### src/rtl/flash_reg_guard.sv
module flash_reg_guard #(
  parameter int ADDR_W     = 6,
  parameter int PB_BYTES   = 32,
  parameter int WORD_BYTES = 4,
  localparam int IDX_W     = $clog2(PB_BYTES)
) (
  input  logic              clk,
  input  logic              rst_n,
  input  logic              bus_valid,
  input  logic              bus_write,
  input  logic [ADDR_W-1:0] bus_addr,
  input  logic [31:0]       bus_wdata,
  output logic [31:0]       bus_rdata,
  input  logic              seq_busy,
  output logic              ctl_wp,
  output logic              ctl_sleep,
  output logic              cmd_start,
  output logic [5:0]        cmd_op,
  output logic [31:0]       tim0,
  output logic [31:0]       tim1,
  output logic [31:0]       tim2,
  output logic [31:0]       op_addr,
  output logic              pb_push,
  output logic [31:0]       pb_wdata,
  output logic [IDX_W-1:0]  pb_widx
);

  localparam logic [ADDR_W-1:0] OFS_CTL = ADDR_W'('h00);
  localparam logic [ADDR_W-1:0] OFS_T0  = ADDR_W'('h04);
  localparam logic [ADDR_W-1:0] OFS_T1  = ADDR_W'('h08);
  localparam logic [ADDR_W-1:0] OFS_T2  = ADDR_W'('h0c);
  localparam logic [ADDR_W-1:0] OFS_U1  = ADDR_W'('h18);
  localparam logic [ADDR_W-1:0] OFS_U2  = ADDR_W'('h1c);
  localparam logic [ADDR_W-1:0] OFS_ADR = ADDR_W'('h20);
  localparam logic [ADDR_W-1:0] OFS_PBD = ADDR_W'('h24);
  localparam logic [ADDR_W-1:0] OFS_PBI = ADDR_W'('h28);
  localparam logic [ADDR_W-1:0] OFS_ST  = ADDR_W'('h2c);

  localparam logic [31:0] KEY_A = 32'h0000_7123;
  localparam logic [31:0] KEY_B = 32'h0000_812a;
  localparam logic [31:0] KEY_C = 32'h0000_bee1;

  typedef enum logic [1:0] {UL_IDLE, UL_ONE, UL_TWO, UL_OPEN} ul_t;

  ul_t              ul_q, ul_d;
  logic             wp_q, sleep_q, err_q;
  logic [5:0]       cmd_q;
  logic [31:0]      t0_q, t1_q, t2_q, adr_q, pdat_q;
  logic [IDX_W-1:0] idx_q, pidx_q;
  logic             push_q;

  wire wr      = bus_valid & bus_write;
  wire hit_ctl = wr && bus_addr == OFS_CTL;
  wire hit_u1  = wr && bus_addr == OFS_U1;
  wire hit_u2  = wr && bus_addr == OFS_U2;
  wire hit_st  = wr && bus_addr == OFS_ST;
  wire hit_pbd = wr && bus_addr == OFS_PBD;
  wire hit_pbi = wr && bus_addr == OFS_PBI;
  wire hit_fld = wr && (bus_addr == OFS_T0 || bus_addr == OFS_T1 || bus_addr == OFS_T2 ||
                        bus_addr == OFS_ADR || bus_addr == OFS_PBD || bus_addr == OFS_PBI);

  wire ctl_open = hit_ctl && ul_q == UL_OPEN;
  wire ctl_take = hit_ctl && (ul_q == UL_OPEN || !wp_q);
  wire fld_take = hit_fld && !wp_q;
  wire blocked  = wp_q && (hit_fld || (hit_ctl && ul_q != UL_OPEN));

  always_comb begin
    ul_d = ul_q;
    if (wr) begin
      if (hit_u1 && bus_wdata == KEY_A)                      ul_d = UL_ONE;
      else if (ul_q == UL_ONE && hit_u2 && bus_wdata == KEY_B) ul_d = UL_TWO;
      else if (ul_q == UL_TWO && hit_u1 && bus_wdata == KEY_C) ul_d = UL_OPEN;
      else                                                   ul_d = UL_IDLE;
    end
  end

  always_ff @(posedge clk or negedge rst_n) begin
    if (!rst_n) begin
      ul_q    <= UL_IDLE;
      wp_q    <= 1'b1;
      sleep_q <= 1'b0;
      cmd_q   <= '0;
      err_q   <= 1'b0;
    end else begin
      ul_q  <= ul_d;
      cmd_q <= ctl_take ? bus_wdata[8:3] : '0;
      if (ctl_take) sleep_q <= bus_wdata[0];
      if (ctl_open) wp_q <= bus_wdata[1];
      if (blocked) err_q <= 1'b1;
      else if (hit_st && bus_wdata[1]) err_q <= 1'b0;
    end
  end

  always_ff @(posedge clk or negedge rst_n) begin
    if (!rst_n) begin
      t0_q   <= '0;
      t1_q   <= '0;
      t2_q   <= '0;
      adr_q  <= '0;
      idx_q  <= '0;
      push_q <= 1'b0;
      pdat_q <= '0;
      pidx_q <= '0;
    end else begin
      push_q <= fld_take && hit_pbd;
      if (fld_take) begin
        case (bus_addr)
          OFS_T0:  t0_q  <= bus_wdata;
          OFS_T1:  t1_q  <= bus_wdata;
          OFS_T2:  t2_q  <= bus_wdata;
          OFS_ADR: adr_q <= bus_wdata;
          default: ;
        endcase
      end
      if (fld_take && hit_pbd) begin
        pdat_q <= bus_wdata;
        pidx_q <= idx_q;
        idx_q  <= idx_q + IDX_W'(WORD_BYTES);
      end
      if (fld_take && hit_pbi) idx_q <= bus_wdata[IDX_W-1:0];
    end
  end

  always_comb begin
    case (bus_addr)
      OFS_CTL: bus_rdata = {23'd0, cmd_q, 1'b0, wp_q, sleep_q};
      OFS_T0:  bus_rdata = t0_q;
      OFS_T1:  bus_rdata = t1_q;
      OFS_T2:  bus_rdata = t2_q;
      OFS_ADR: bus_rdata = adr_q;
      OFS_PBI: bus_rdata = 32'(idx_q);
      OFS_ST:  bus_rdata = {30'd0, err_q, seq_busy};
      default: bus_rdata = 32'd0;
    endcase
  end

  assign ctl_wp    = wp_q;
  assign ctl_sleep = sleep_q;
  assign cmd_op    = cmd_q;
  assign cmd_start = |cmd_q;
  assign tim0      = t0_q;
  assign tim1      = t1_q;
  assign tim2      = t2_q;
  assign op_addr   = adr_q;
  assign pb_push   = push_q;
  assign pb_wdata  = pdat_q;
  assign pb_widx   = pidx_q;

  AST_BLOCKED_SETS_ERR: assert property (@(posedge clk) disable iff (!rst_n)
    wp_q && hit_fld |=> err_q);
  AST_BLOCKED_STABLE: assert property (@(posedge clk) disable iff (!rst_n)
    wp_q && hit_fld |=> $stable(tim0) && $stable(tim1) && $stable(tim2) && $stable(op_addr));
  AST_WP_NEEDS_KEY: assert property (@(posedge clk) disable iff (!rst_n)
    !$stable(ctl_wp) |-> $past(hit_ctl && ul_q == UL_OPEN));
  AST_OPEN_CONSUMED: assert property (@(posedge clk) disable iff (!rst_n)
    ctl_open |=> ul_q != UL_OPEN);
  AST_CMD_FROM_CTL: assert property (@(posedge clk) disable iff (!rst_n)
    cmd_start |-> $past(hit_ctl));
  AST_ERR_STICKY: assert property (@(posedge clk) disable iff (!rst_n)
    err_q && !(hit_st && bus_wdata[1]) |=> err_q);
  AST_PUSH_SOURCE: assert property (@(posedge clk) disable iff (!rst_n)
    pb_push |-> $past(hit_pbd && !wp_q));

endmodule

### config.mk
export PLATFORM = sky130hd
export DESIGN_NAME = flash_reg_guard
export DESIGN_NICKNAME = d
export VERILOG_FILES = /design/src/rtl/flash_reg_guard.sv
export SDC_FILE = /design/constraint.sdc
export NUM_CORES = 1
export LEC_CHECK = 0
export BUFFER_PORTS_ARGS = -buffer_cell sky130_fd_sc_hd__buf_4
export CORE_UTILIZATION = 50
export DETAILED_ROUTE_END_ITERATION = 6
export PLACE_DENSITY = 0.79
export SETUP_SLACK_MARGIN = 0.05
export SLEW_MARGIN = 20
export SYNTH_ARGS = -nofsm -noshare
export SYNTH_HDL_FRONTEND = slang
export SYNTH_SLANG_ARGS = --single-unit
### constraint.sdc
create_clock -name clk -period 3.28 [get_ports clk]
set_input_delay 0 -clock clk [delete_from_list [all_inputs] [get_ports clk]]
set_output_delay 0 -clock clk [all_outputs]
set_load 0.02 [all_outputs]
Word-level counts from Yosys, hierarchy flattened
Cells that the tools add are included.
{"block": "totals", "ff_bits": 182, "input_bits": 43, "output_inout_bits": 207, "elab_cells": 76}
{"block": "op_classes", "addsub": 1, "n_eq_ne": 16, "n_mux": 9, "bitwise": 1, "n_reduce_logical": 36}
{"op": "32-bit one-hot mux with 7 select lines", "n": 1}
{"op": "32-bit by 16-bit equality test with 1-bit output, second input constant", "n": 2}
{"op": "32-bit by 15-bit equality test with 1-bit output, second input constant", "n": 1}
{"op": "6-bit equality test, second input constant", "n": 4}
{"op": "1-bit logical AND", "n": 20}
{"op": "6-bit by 4-bit equality test with 1-bit output, second input constant", "n": 2}
{"op": "6-bit by 5-bit equality test with 1-bit output, second input constant", "n": 2}
{"op": "5-bit two-way mux", "n": 2}
{"op": "2-bit AND reduction", "n": 4}
{"op": "1-bit logical OR", "n": 7}
{"op": "6-bit by 3-bit equality test with 1-bit output, second input constant", "n": 1}
{"op": "6-bit logical NOT", "n": 1}
{"op": "2-bit two-way mux", "n": 3}
{"op": "6-bit two-way mux", "n": 1}
{"op": "6-bit OR reduction", "n": 1}
{"op": "5-bit by 3-bit adder with 5-bit output, second input constant", "n": 1}
{"op": "2-bit equality test, second input constant", "n": 2}
{"op": "2-bit nonzero test", "n": 2}
{"op": "2-bit by 1-bit equality test with 1-bit output, second input constant", "n": 1}
{"op": "1-bit two-way mux", "n": 2}
{"op": "2-bit != test, second input constant", "n": 1}
{"op": "1-bit AND", "n": 1}
{"op": "1-bit logical NOT", "n": 1}

Logic depth before layout (Yosys ltp)
{"block": "depth", "depth_word": 11, "ltp_mapped": 6, "mapped_depth_nobuf": 4}

Worst setup path before layout
OpenSTA, ideal clock, no wires.
{"block": "synth_timing", "kind": "register to register", "startpoint": "register wp_q, in the netlist ctl_wp", "endpoint": "register t2_q[10], in the netlist tim2[10]", "t_arrival_ns": 1.827, "setup_slack_ns": 1.328, "path_stages_with_launch": 6, "n_path_buf": 1, "path_cell_list": "dfstp_2 -> and3b_1 -> nand4_1 -> nor4_2 -> buf_2 -> mux2_2"}
{"block": "synth_between", "elab_chain_cells": 3}
{"item": "from (decl)", "line_no": "46", "rtl": "logic wp_q, sleep_q, err_q;"}
{"item": "from (signal assigned)", "line_no": "88", "rtl": "if (ctl_open) wp_q <= bus_wdata[1];"}
{"item": "1-bit logical NOT", "line_no": "64", "rtl": "wire fld_take = hit_fld && !wp_q;"}
{"item": "1-bit logical AND", "line_no": "64"}
{"item": "2-bit AND reduction (no line)"}
{"item": "to (signal assigned)", "line_no": "110", "rtl": "OFS_T2: t2_q <= bus_wdata;"}
{"item": "to (decl)", "line_no": "48", "rtl": "logic [31:0] t0_q, t1_q, t2_q, adr_q, pdat_q;"}
Every way passes these cells.
A chain may end at the register's enable or synchronous reset.

Final worst setup path
{"block": "layout_timing", "startpoint": "register wp_q, in the netlist ctl_wp", "endpoint": "register t1_q[20], in the netlist tim1[20]"}
{"block": "layout_between", "elab_chain_cells": 3}
{"item": "1-bit logical NOT", "line_no": "64"}
{"item": "1-bit logical AND", "line_no": "64"}
{"item": "2-bit AND reduction (no line)"}
{"item": "to (signal assigned)", "line_no": "109", "rtl": "OFS_T1: t1_q <= bus_wdata;"}
{"item": "to (decl)", "line_no": "48"}
Every way passes these cells.

==> impl_metrics.env <==
export IMPL_wl_mm=23.6
export IMPL_muxShareOfSynthArea_pct=24.4
export IMPL_postSynth_asyncResetShare_pct=100
export IMPL_power_net_switching_w=0.00119
export IMPL_synth_top_family_by_area="multiplexers"
export IMPL_power_frac_clock_pct=42.7
export IMPL_first_pass_iters=6
export IMPL_yosys_area_share_simple_pct=8.70
export IMPL_grt_usage_pct=30.1
export IMPL_p_int_w=0.00372
export IMPL_synth_edf_count=0
export IMPL_drtAntennaViolNets=0
export IMPL_antenna_found_initial=0
export IMPL_cts_buffers=17
export IMPL_yosys_area_top_type="dfrtp_1"
export IMPL_ys_seq_area_share_pct=57.9
export IMPL_endpoint_kind="register"
export IMPL_critPathKind="register to register"
export IMPL_crit_fanout=15
export IMPL_area_growth_pct=39.5
export IMPL_yosys_register_bits=182
export IMPL_wl_per_cell_um=21.9
export IMPL_num_rows=45
export IMPL_synthAdderAreaFrac_pct=0.159
export IMPL_fillerInstances=1010
export IMPL_crit_start="ctl_wp"
export IMPL_design_area_um2=11000
export IMPL_critical_path_max_stage_delay_ns=0.54
export IMPL_synth_ff_type="dfrtp_1"
export IMPL_relSlewSlack_pct=33.3
export IMPL_synth_cell_types=48
export IMPL_skew_ns=0.00655
export IMPL_clock_sinks=182
export IMPL_seqPwrFrac_pct=48.1
export IMPL_fin_crit_ns=2.46
export IMPL_hold_path_startpoint="bus_write"
export IMPL_io_pins=250
export IMPL_fin_setup_tns_ns=0
export IMPL_grt_pass1_wl_mm=36.7
export IMPL_finalNetCount=899
export IMPL_syn_cell_area_um2=7870
export IMPL_h_tree_depth=4
export IMPL_maxCapViolCount=0
export IMPL_synth_warnings=0
export IMPL_powerDensity_nw_per_um2=447
export IMPL_grt_pass1_vias=6489
export IMPL_hold_path_cell_count=3
export IMPL_layout_drive_gt1_share_pct=53.5
export IMPL_drt_iter0_drc=579
export IMPL_synth_area_top_cells="dfrtp_1 58%, mux2_2 22%, a222oi_1 4.3%"
export IMPL_pwr_share_comb_pct=9.2
export IMPL_vdd_drop_max_v=0.000346
export IMPL_synth_compound_area_share_pct=6.58
export IMPL_coreArea_um2=15300
export IMPL_path_cells="and3b_1, nand4_1, nor4_4, buf_4, mux2_2"
export IMPL_crit_arrival_ns=2.77
export IMPL_slew_violations=0
export IMPL_syn_nets=617
export IMPL_holdCritPathClass="primary input to register"
export IMPL_syn_avg_cell_area_um2=13.7
export IMPL_rsz0062_at_grt="no"
export IMPL_post_route_period_util_pct=75.0
export IMPL_path_clk_slew_ns=0.07
export IMPL_fp_dieH_um=127
export IMPL_start_util_pct=51.6
export IMPL_r2r_start="ctl_wp"
export IMPL_place_congestion=0.837
export IMPL_outcome="complete, no violations"
export IMPL_clkLatencyLatePin_ns=0.42
export IMPL_synth_xor_area_share_pct=0.111
export IMPL_vias=6329
export IMPL_cp_required_ns=3.59
export IMPL_netlist_instances=573
export IMPL_hold_viol=0
export IMPL_grt_overflow=0
export IMPL_drcViolationCount=0
export IMPL_hpwl_mm=15.6
export IMPL_power_total_w=0.00490
export IMPL_setup_viol=0
export IMPL_cts_buffer_depth=2
export IMPL_crit_slowest_cell="nor4_4"
export IMPL_die_area_um2=16200
export IMPL_port_buffers=249
export IMPL_place_area_um2=10000
export IMPL_crit_path_start_kind="register"
export IMPL_grt_max_degree=95
export IMPL_power_leakage_nw=5.78
export IMPL_cts_tree="done"
export IMPL_vias_per_cell=5.87
export IMPL_p_sw_share_pct=24.2
export IMPL_worstRegToRegCells=5
export IMPL_antenna_cells=0
export IMPL_cts_root_buffer="clkbuf_16"
export IMPL_netlist_area_leader_share_pct=57.6
export IMPL_final_util_pct=71.9
export IMPL_die_w_um=127
export IMPL_timing_fmax_mhz=406
export IMPL_tightest_slew_ns=0.998
-- sequential cells by signal (all words and copies together) (netlist names) --
name	flops
idx_q	5
cmd_op	6
tim2	32
pb_push	1
tim1	32
op_addr	32
ul_q	2
err_q	1
ctl_sleep	1
pb_wdata	32
tim0	32
ctl_wp	1
pb_widx	5
-- critical path: cells and delay by family (launching register included) --
family / cells / cell delay [ns]
DFF: 1 / 0.42
and+or+nand+nor: 3 / 1.17
muxes: 1 / 0.38
buffers and inverters: 1 / 0.36
-- repair_timing --
| item | 4_1_cts | 5_1_grt |
|---|---|---|
| gates resized for setup | 0 | 0 |
| buffers inserted | 0 | 0 |
| hold buffers | 33 | 0 |
| endpoints found under the hold margin | 264 | 0 |
-- per-stage QoR --
stage                     instances  setup WS (ns)  hold WS [ns]
after floorplan                 573           1.33        -0.296
final                          1079          0.819        0.0723
after global routing           1079          0.639        0.0954
after detailed placement       1014          0.818         0.153
after global placement         1014          0.938         0.129
after CTS                      1079          0.821        0.0517
-- cell families (layout without fill, tap and decap cells) --
logic type               Yosys count  in the layout
adder cells (fa/ha/maj)            1              1
AO/OA/AOI/OAI                     56             56
flip-flops                       182            182
buffers and inverters             39            334
multiplexers                     170            170
XOR/XNOR                           1              1
AND/OR/NAND/NOR                  124            124
-- synth_stat cells, types with 4 or more instances --
cell type / number
dfrtp_1: 181
mux2_2: 153
nand2_1: 62
a222oi_1: 34
buf_2: 16
clkbuf_1: 16
mux2_1: 15
a22oi_1: 10
nor2_1: 8
and2_1: 7
inv_1: 6
nor3_1: 6
nor4_1: 5
nand3_1: 4
nand4_1: 4
-- metal layers --
layer	global-route usage (%)	vias to the layer above	wire length (um)
li1	-	2719	-
met1	38.8	3232	9500
met2	48.9	318	11800
met3	4.98	60	1550
met4	15.9	0	790
met5	0	-	0
-- power by group through the flow --
| stage | Sequential, W | Clock [W] | Combinational (W) |
|---|---|---|---|
| detailed placement | 0.00240 | 0 | 0.000418 |
| CTS | 0.00236 | 0.00212 | 0.000451 |
| floorplan | 0.00246 | 0 | 0.0000997 |
| finish | 0.00236 | 0.00209 | 0.000452 |
| global placement | 0.00240 | 0 | 0.000407 |
| global route | 0.00237 | 0.00221 | 0.000483 |
-- final timing paths --
| path | endpoint | slack [ns] |
|---|---|---|
| setup / recovery | tim1[20] | 0.82 |
| hold / removal | err_q | 0.07 |
| setup reg to reg | tim1[20] | 0.82 |
| hold reg to reg | pb_wdata[24] | 0.49 |
| max in group asynchronous | pb_wdata[28] | 2.12 |
| min in group asynchronous | op_addr[10] | 0.22 |
-- placed cells by master, fill, tap and decap left out, drive strengths merged, types with 2 or more instances in the layout --
cell type,n
nor4bb,3
a32o,2
a222oi,34
nand3b,2
nor4b,3
buf,263
nand4,4
or4,3
and2,7
nand2b,2
a22oi,10
clkinv,7
bufinv,3
nand2,62
nor3,8
or4b,2
nor2,8
or2,2
clkbuf,18
a22o,2
mux2,169
dlygate4sd3,33
inv,10
nand3,4
dfrtp,181
nor4,9
-- layout make-up --
| type | instances | area (um^2) | area share [%] |
|---|---|---|---|
| Clock buffer | 18 | 429 | 3.91 |
| Timing Repair Buffer | 296 | 2350 | 21.4 |
| Tap cell | 211 | 264 | 2.40 |
| Sequential cell | 182 | 4560 | 41.5 |
| Clock inverter | 14 | 174 | 1.58 |
| Inverter | 6 | 22.5 | 0.205 |
| Multi-Input combinational cell | 352 | 3190 | 29.0 |
Note: power is estimated with default switching activity, not from simulation.
